`config.mk`:
```
export PLATFORM = sky130hd
export DESIGN_NAME = rle_clusterizer
export DESIGN_NICKNAME = d
export VERILOG_FILES = /design/src/rtl/clz_pkg.sv /design/src/rtl/clz_front.sv /design/src/rtl/clz_addr.sv /design/src/rtl/clz_ctrl.sv /design/src/rtl/rle_clusterizer.sv
export SDC_FILE = /design/constraint.sdc
export NUM_CORES = 1
export LEC_CHECK = 0
export BUFFER_PORTS_ARGS = -buffer_cell sky130_fd_sc_hd__buf_2
export CAP_MARGIN = 40
export CORE_UTILIZATION = 44
export DETAILED_ROUTE_END_ITERATION = 10
export GPL_TIMING_DRIVEN = 1
export PLACE_DENSITY = 0.65
export RECOVER_POWER = 25
export SETUP_SLACK_MARGIN = 0.2
export SLEW_MARGIN = 10
export SYNTH_ARGS = -nofsm -noshare
export SYNTH_HDL_FRONTEND = slang
export SYNTH_SLANG_ARGS = --single-unit
```
`constraint.sdc`:
```
create_clock -name clk -period 3.5 [get_ports clk]
set_input_delay 0.7 -clock clk [delete_from_list [all_inputs] [get_ports clk]]
set_output_delay 0.7 -clock clk [all_outputs]
set_load 0.01 [all_outputs]
```
`src/rtl/clz_pkg.sv`:
```
// Shared constants and command types for the run-length clusterizer.
// Assumes a cluster of 8 words and 512 words per memory row.
package clz_pkg;
    localparam int COL_W     = 9;
    localparam int CL_EVENTS = 7;

    typedef enum logic [1:0] {
        ADDR_HOLD,
        ADDR_STEP,
        ADDR_OPEN,
        ADDR_CLOSE
    } addr_cmd_e;

    typedef enum logic [2:0] {
        ACT_NONE,
        ACT_PEND,
        ACT_EVENT,
        ACT_OPEN,
        ACT_CLOSE
    } act_e;
endpackage

```
`src/rtl/clz_front.sv`:
```
// Tick timestamp counter and change detector.
// Holds the timestamp of the current tick and the sample of the previous
// tick. Both advance on every tick, whether storage is enabled or not.
module clz_front #(
    parameter int WORD_W = 16,
    parameter int TS_W   = 16
) (
    input  logic              clk,
    input  logic              rst_n,
    input  logic              tick,
    input  logic [WORD_W-1:0] sample,
    output logic [TS_W-1:0]   ts,
    output logic              chg,
    output logic              force_cl
);
    logic [TS_W-1:0]   ts_q;
    logic [WORD_W-1:0] prev_q;

    // Advance the timestamp and remember the sample on each tick.
    always_ff @(posedge clk) begin
        if (!rst_n) begin
            ts_q   <= '0;
            prev_q <= '0;
        end else if (tick) begin
            ts_q   <= ts_q + 1'b1;
            prev_q <= sample;
        end
    end

    // Flag a level change and the rollover tick.
    always_comb begin
        ts       = ts_q;
        chg      = (sample != prev_q);
        force_cl = (ts_q == '0);
    end
endmodule

```
`src/rtl/clz_addr.sv`:
```
// Write-address generator with cluster alignment and a sticky wrap flag.
// Assumes one command per cycle; address arithmetic is modulo 2^AW.
module clz_addr
    import clz_pkg::*;
#(
    parameter int AW = 24
) (
    input  logic          clk,
    input  logic          rst_n,
    input  addr_cmd_e     cmd,
    output logic [AW-1:0] addr,
    output logic [AW-1:0] aligned,
    output logic          wrapped
);
    logic [AW-1:0] addr_q;
    logic          wrap_q;
    logic [AW:0]   up_w;
    logic [AW:0]   nxt_w;

    // Round the address up to a cluster boundary and pick the next value.
    always_comb begin
        up_w = ({1'b0, addr_q} + (AW+1)'(7)) & ~((AW+1)'(7));
        unique case (cmd)
            ADDR_STEP:  nxt_w = {1'b0, addr_q} + (AW+1)'(1);
            ADDR_OPEN:  nxt_w = up_w + (AW+1)'(1);
            ADDR_CLOSE: nxt_w = up_w;
            default:    nxt_w = {1'b0, addr_q};
        endcase
        addr    = addr_q;
        aligned = up_w[AW-1:0];
        wrapped = wrap_q;
    end

    // Register the address and latch any carry out of the top.
    always_ff @(posedge clk) begin
        if (!rst_n) begin
            addr_q <= '0;
            wrap_q <= 1'b0;
        end else begin
            addr_q <= nxt_w[AW-1:0];
            if (nxt_w[AW]) wrap_q <= 1'b1;
        end
    end
endmodule

```
`src/rtl/clz_ctrl.sv`:
```
// Cluster controller: decides whether a tick extends the open cluster,
// opens a new one (timestamp word now, sample word next cycle) or closes
// it. Assumes ticks are at least two cycles apart.
module clz_ctrl
    import clz_pkg::*;
#(
    parameter int WORD_W = 16,
    parameter int TS_W   = 16,
    parameter int AW     = 24
) (
    input  logic              clk,
    input  logic              rst_n,
    input  logic              tick,
    input  logic              enable,
    input  logic [WORD_W-1:0] sample,
    input  logic [TS_W-1:0]   ts,
    input  logic              chg,
    input  logic              force_cl,
    input  logic [AW-1:0]     addr,
    input  logic [AW-1:0]     aligned,
    output addr_cmd_e         cmd,
    output logic              wr_en,
    output logic [WORD_W-1:0] wr_data,
    output logic [AW-1:0]     wr_addr
);
    logic              open_q;
    logic [2:0]        cnt_q;
    logic [TS_W-1:0]   last_q;
    logic              pend_q;
    logic [WORD_W-1:0] pend_d;
    logic [WORD_W-1:0] ts_word;
    logic              cont;
    act_e              act;

    // Choose this cycle's action and the matching address command.
    always_comb begin
        ts_word           = '0;
        ts_word[TS_W-1:0] = ts;
        cont = open_q && (cnt_q != 3'(CL_EVENTS)) && !force_cl &&
               (ts == TS_W'(last_q + 1'b1));
        act = ACT_NONE;
        if (pend_q)
            act = ACT_PEND;
        else if (tick && enable && (chg || force_cl))
            act = cont ? ACT_EVENT : ACT_OPEN;
        else if (!enable && open_q)
            act = ACT_CLOSE;
        unique case (act)
            ACT_PEND, ACT_EVENT: cmd = ADDR_STEP;
            ACT_OPEN:            cmd = ADDR_OPEN;
            ACT_CLOSE:           cmd = ADDR_CLOSE;
            default:             cmd = ADDR_HOLD;
        endcase
    end

    // Carry out the action: emit a word, update cluster state.
    always_ff @(posedge clk) begin
        if (!rst_n) begin
            open_q  <= 1'b0;
            cnt_q   <= '0;
            last_q  <= '0;
            pend_q  <= 1'b0;
            pend_d  <= '0;
            wr_en   <= 1'b0;
            wr_data <= '0;
            wr_addr <= '0;
        end else begin
            wr_en <= 1'b0;
            unique case (act)
                ACT_PEND: begin
                    wr_en   <= 1'b1;
                    wr_data <= pend_d;
                    wr_addr <= addr;
                    pend_q  <= 1'b0;
                end
                ACT_EVENT: begin
                    wr_en   <= 1'b1;
                    wr_data <= sample;
                    wr_addr <= addr;
                    cnt_q   <= cnt_q + 1'b1;
                    last_q  <= ts;
                end
                ACT_OPEN: begin
                    wr_en   <= 1'b1;
                    wr_data <= ts_word;
                    wr_addr <= aligned;
                    pend_q  <= 1'b1;
                    pend_d  <= sample;
                    cnt_q   <= 3'd1;
                    open_q  <= 1'b1;
                    last_q  <= ts;
                end
                ACT_CLOSE: open_q <= 1'b0;
                default: ;
            endcase
        end
    end
endmodule

```
`src/rtl/rle_clusterizer.sv`:
```
// Top of the run-length clusterizer. Connects the change detector, the
// cluster controller and the address generator, and splits the write
// address into row and in-row word fields. Assumes TS_W <= WORD_W.
module rle_clusterizer
    import clz_pkg::*;
#(
    parameter int WORD_W = 16,
    parameter int TS_W   = 16,
    parameter int ROW_W  = 15,
    localparam int AW    = ROW_W + COL_W
) (
    input  logic              clk,
    input  logic              rst_n,
    input  logic              enable,
    input  logic              tick,
    input  logic [WORD_W-1:0] sample,
    output logic              wr_en,
    output logic [WORD_W-1:0] wr_data,
    output logic [ROW_W-1:0]  wr_row,
    output logic [COL_W-1:0]  wr_col,
    output logic [AW-1:0]     next_pos,
    output logic              wrapped
);
    logic [TS_W-1:0] ts;
    logic            chg;
    logic            force_cl;
    logic [AW-1:0]   addr;
    logic [AW-1:0]   aligned;
    logic [AW-1:0]   wr_addr;
    addr_cmd_e       cmd;

    clz_front #(.WORD_W(WORD_W), .TS_W(TS_W)) front_i (
        .clk(clk), .rst_n(rst_n), .tick(tick), .sample(sample),
        .ts(ts), .chg(chg), .force_cl(force_cl)
    );

    clz_ctrl #(.WORD_W(WORD_W), .TS_W(TS_W), .AW(AW)) ctrl_i (
        .clk(clk), .rst_n(rst_n), .tick(tick), .enable(enable),
        .sample(sample), .ts(ts), .chg(chg), .force_cl(force_cl),
        .addr(addr), .aligned(aligned), .cmd(cmd),
        .wr_en(wr_en), .wr_data(wr_data), .wr_addr(wr_addr)
    );

    clz_addr #(.AW(AW)) addr_i (
        .clk(clk), .rst_n(rst_n), .cmd(cmd),
        .addr(addr), .aligned(aligned), .wrapped(wrapped)
    );

    // Split the write address and expose the current position.
    always_comb begin
        wr_row   = wr_addr[AW-1:COL_W];
        wr_col   = wr_addr[COL_W-1:0];
        next_pos = addr;
    end
endmodule

```
==> results.py <==
metrics = {
    "yosys": {
        "syn_area_sq_mm": 0.00733,
        "netlist.area_leader.share_pct": 36.9,
        "synth_cells": 902,
        "yosysMostFrequentCell": "dfxtp_1",
        "async_reset_ff_share_pct": 0,
        "yosysTopAreaCell": "dfxtp_1",
        "seq_area_frac_synth_pct": 36.9,
        "synth.area.top_cells": "dfxtp_1 (37%), xor2_1 (7.5%), mux2i_1 (6.7%), nor2_1 (5.4%), nand2_1 (5.2%)",
        "syn-num-nets": 929,
        "synth_seq_cells": 135,
        "ys_warn_count": 0,
        "syn_area_per_cell_sq_um": 8.12,
        "netlist_top_cells_count": "dfxtp_1 (135), nor2_1 (105), nand2_1 (101)",
        "synth_cell_types": 63,
        "synth-main-ff-cell": "dfxtp_1",
        "synth_edf_count": 0,
    },
    "pwr": {
        "max-vdd-ir-drop_mv": 0.390,
        "sw_frac_of_total_pct": 25.0,
        "p_int_mw": 2.84,
        "design_power_total_mw": 3.79,
        "power.density_mw_per_mm2": 445,
        "pwr-share-seq_pct": 42.8,
        "power.switching_mw": 0.945,
        "pwr-share-comb_pct": 9.1,
        "p_clk_share_pct": 48.1,
        "power.leakage_nw": 3.42,
    },
    "timing": {
        "slew_headroom_pct": 19.0,
        "max_freq_mhz": 327,
        "timing.final.crit_share_pct": 87.3,
        "worst_pin_slew_ns": 1.21,
        "rsz0062_at_grt": "no",
        "final_max_slew_viol_count": 0,
        "fin_crit_ns": 3.06,
        "setup_viol": 0,
        "fin_worst_skew_ns": 0.00816,
        "hold_viol_final": 0,
        "fin_tns_setup_ns": 0,
    },
    "critical_path": {
        "cp_num_buf_inv": 2,
        "path_class": "reg -> reg",
        "cpMostUsedCell": "nand4_2",
        "crit_family": "compound AO/OA/AOI/OAI gates",
        "rr_startpoint": "ctrl_i.last_q[0]$_SDFFE_PN0N_",
        "crit_fanout": 31,
        "critPathRequiredTime_ns": 3.81,
        "critical_path.max_stage_delay_ns": 0.48,
        "end_kind": "register",
        "r2r_cells": 11,
        "r2r-end": "ctrl_i.wr_addr[19]$_SDFFE_PN0P_",
        "worst_setup_path_start_kind": "register",
        "critical_path_arrival_ns": 3.37,
        "reg2reg_slack_ns": 0.44,
        "path_cells": "ha_4 -> nand4_2 -> o21a_1 -> a2111oi_0 -> and3b_1 -> nand4_2 -> buf_12 -> and2_1 -> buf_6 -> a311oi_1 -> a311o_1",
        "crit_slowest_cell": "dfxtp_1",
    },
    "route": {
        "antenna_left": 0,
        "initialDrtViolationCount": 457,
        "drc_errors": 0,
        "num_vias": 6610,
        "via_per_inst": 5.57,
        "firstDrtPassIters": 5,
        "drt_wl_total_um": 19600,
        "wl_per_cell_um": 16.5,
    },
    "die": {
        "dieWidth_um": 131,
        "row_count": 46,
        "pin_count": 86,
        "die_area_sq_mm": 0.0172,
        "start_util_pct": 45.6,
        "core_sq_mm": 0.0161,
        "dieHeight_um": 131,
    },
    "clock_network": {
        "cts_max_level": 4,
        "cts-root-buf": "clkbuf_16",
        "cts.sinks": 135,
        "clock_latency_ns": 0.42,
        "cts_setup_buffers": 0,
        "cts_buffers": 17,
        "cts_tree": "done",
        "clk_pin_slew_ns": 0.06,
        "clock_path_buffers": 2,
    },
    "grt": {
        "use_met3_pct": 5.24,
        "antenna_found_initial": 0,
        "met1_usage_pct": 35.6,
        "grt_busiest_layer": "met1",
        "overflow": 0,
        "grt_use_total_pct": 23.9,
        "met2_usage_pct": 33.9,
        "grt_pass1_vias": 5846,
        "grt_max_degree": 53,
        "grt_pass1_wl_um": 31300,
    },
    "place": {
        "place_area_sq_mm": 0.00794,
        "place.detailed.hpwl_um": 13800,
        "gp_congestion": 0.877,
        "portBuffers": 85,
    },
    "hold_path": {
        "hp-start": "ctrl_i.wr_addr[16]$_SDFFE_PN0P_",
        "hold_path.class": "reg -> reg",
        "hold_depth": 2,
        "holdPathEnd": "ctrl_i.wr_addr[16]$_SDFFE_PN0P_",
    },
    "cells_and_area": {
        "nFillCells": 1536,
        "diodes": 0,
        "final_nets": 985,
        "drive_above_1_share_pct": 13.4,
        "stdcell_area_sq_mm": 0.00851,
        "syn2layout_area_growth_pct": 16.2,
    },
    "run_status": {
        "status": "finished clean",
    },
    "run": {
        "drv_cap": 0,
    },
}
-- worst reg2reg max path, delay by kind of cell, from the launching register on --
kind                       cells  cell delay [ns]
AOI/OAI and AO/OA              4             1.02
adders and majority gates      1             0.26
buffers and inverters          2             0.45
DFF                            1             0.48
and+or+nand+nor                4             0.74
-- placed cells by master, fill, tap and decap left out, types with 7 or more instances in the layout --
| cell type | count |
|---|---|
| nand3_1 | 43 |
| nor4_1 | 10 |
| a21oi_1 | 49 |
| nand2b_1 | 9 |
| nor3_1 | 15 |
| xnor2_1 | 25 |
| nand2_1 | 101 |
| nor2_1 | 105 |
| dfxtp_1 | 135 |
| clkbuf_1 | 32 |
| inv_1 | 14 |
| o21a_1 | 8 |
| xor2_1 | 63 |
| nand4_1 | 21 |
| a21o_1 | 11 |
| buf_4 | 23 |
| buf_2 | 55 |
| o21ai_0 | 51 |
| a221oi_1 | 7 |
| mux2i_1 | 49 |
| a211oi_1 | 10 |
| and3_1 | 12 |
| clkbuf_16 | 17 |
-- worst max-delay path by stage --
stage / endpoint / slack [ns] / depth (start not counted) / from
after floorplan: ctrl_i.wr_data[12]$_SDFFE_PN0P_ / 0.81 / 12 / ctrl_i.last_q[0]$_SDFFE_PN0N_
after global placement: ctrl_i.wr_addr[19]$_SDFFE_PN0P_ / 0.30 / 11 / ctrl_i.last_q[0]$_SDFFE_PN0N_
after detailed placement: ctrl_i.wr_addr[19]$_SDFFE_PN0P_ / 0.27 / 11 / ctrl_i.last_q[0]$_SDFFE_PN0N_
after CTS: ctrl_i.wr_addr[19]$_SDFFE_PN0P_ / 0.23 / 11 / ctrl_i.last_q[0]$_SDFFE_PN0N_
after global routing: ctrl_i.wr_addr[19]$_SDFFE_PN0P_ / 0.19 / 11 / ctrl_i.last_q[0]$_SDFFE_PN0N_
final: ctrl_i.wr_addr[19]$_SDFFE_PN0P_ / 0.44 / 11 / ctrl_i.last_q[0]$_SDFFE_PN0N_
-- area by class of cell --
type | instances | area [sq um] | area share [%]
clock buffer | 20 | 447 | 5.25
clock inverter | 12 | 153 | 1.79
inverter | 14 | 52.6 | 0.617
multi-input combinational | 679 | 4290 | 50.4
sequential | 135 | 2700 | 31.8
tap | 216 | 270 | 3.18
timing repair buffer | 111 | 597 | 7.01
-- per-layer routing --
| metal | vias to the layer above | wire length [um] |
|---|---|---|
| li1 | 3266 | - |
| met1 | 3106 | 9930 |
| met2 | 218 | 8100 |
| met3 | 20 | 1340 |
| met4 | 0 | 265 |
| met5 | - | 0 |
-- per-stage QoR --
step / std cells / hold WS, ns / utilization [%] / setup WS [ns]
after floorplan: 902 / 0.433 / - / 0.812
after global placement: 1155 / 0.428 / 49.5 / 0.298
after detailed placement: 1155 / 0.437 / 49.5 / 0.271
after CTS: 1187 / 0.450 / 53.2 / 0.229
after global routing: 1187 / 0.467 / 53.0 / 0.194
final: 1187 / 0.449 / 53.0 / 0.443
-- what timing repair did --
item | in CTS | in global routing
resized for setup | 0 | 4
endpoints found under the setup margin | 0 | 27
hold buffers | 0 | 0
-- power groups by stage --
stage                     Clock [mW]  Sequential [mW]  Combinational (mW)
after floorplan                    0             1.65               0.217
after global placement             0             1.65               0.343
after detailed placement           0             1.65               0.345
after CTS                       1.84             1.62               0.348
after global routing            1.92             1.63               0.379
final                           1.82             1.62               0.346
-- flip-flops by register name, summed over array words and instances (netlist names), 3 cells and up --
name and flops:
addr_i.addr 24, ctrl_i.wr_addr 24, ctrl_i.last_q 16, ctrl_i.pend_d 16, ctrl_i.wr_data 16, front_i.prev_q 16
front_i.ts 16, ctrl_i.cnt_q 3
-- cell families after synthesis --
kind of cell / synth area share [%]
flops: 36.9
fa+ha+maj: 1.20
compound gates: 15.1
xor+xnor: 10.8
mux: 7.77
simple gates: 23.2
buf+inv: 5.05
Note: power is estimated with default switching activity, not from simulation.
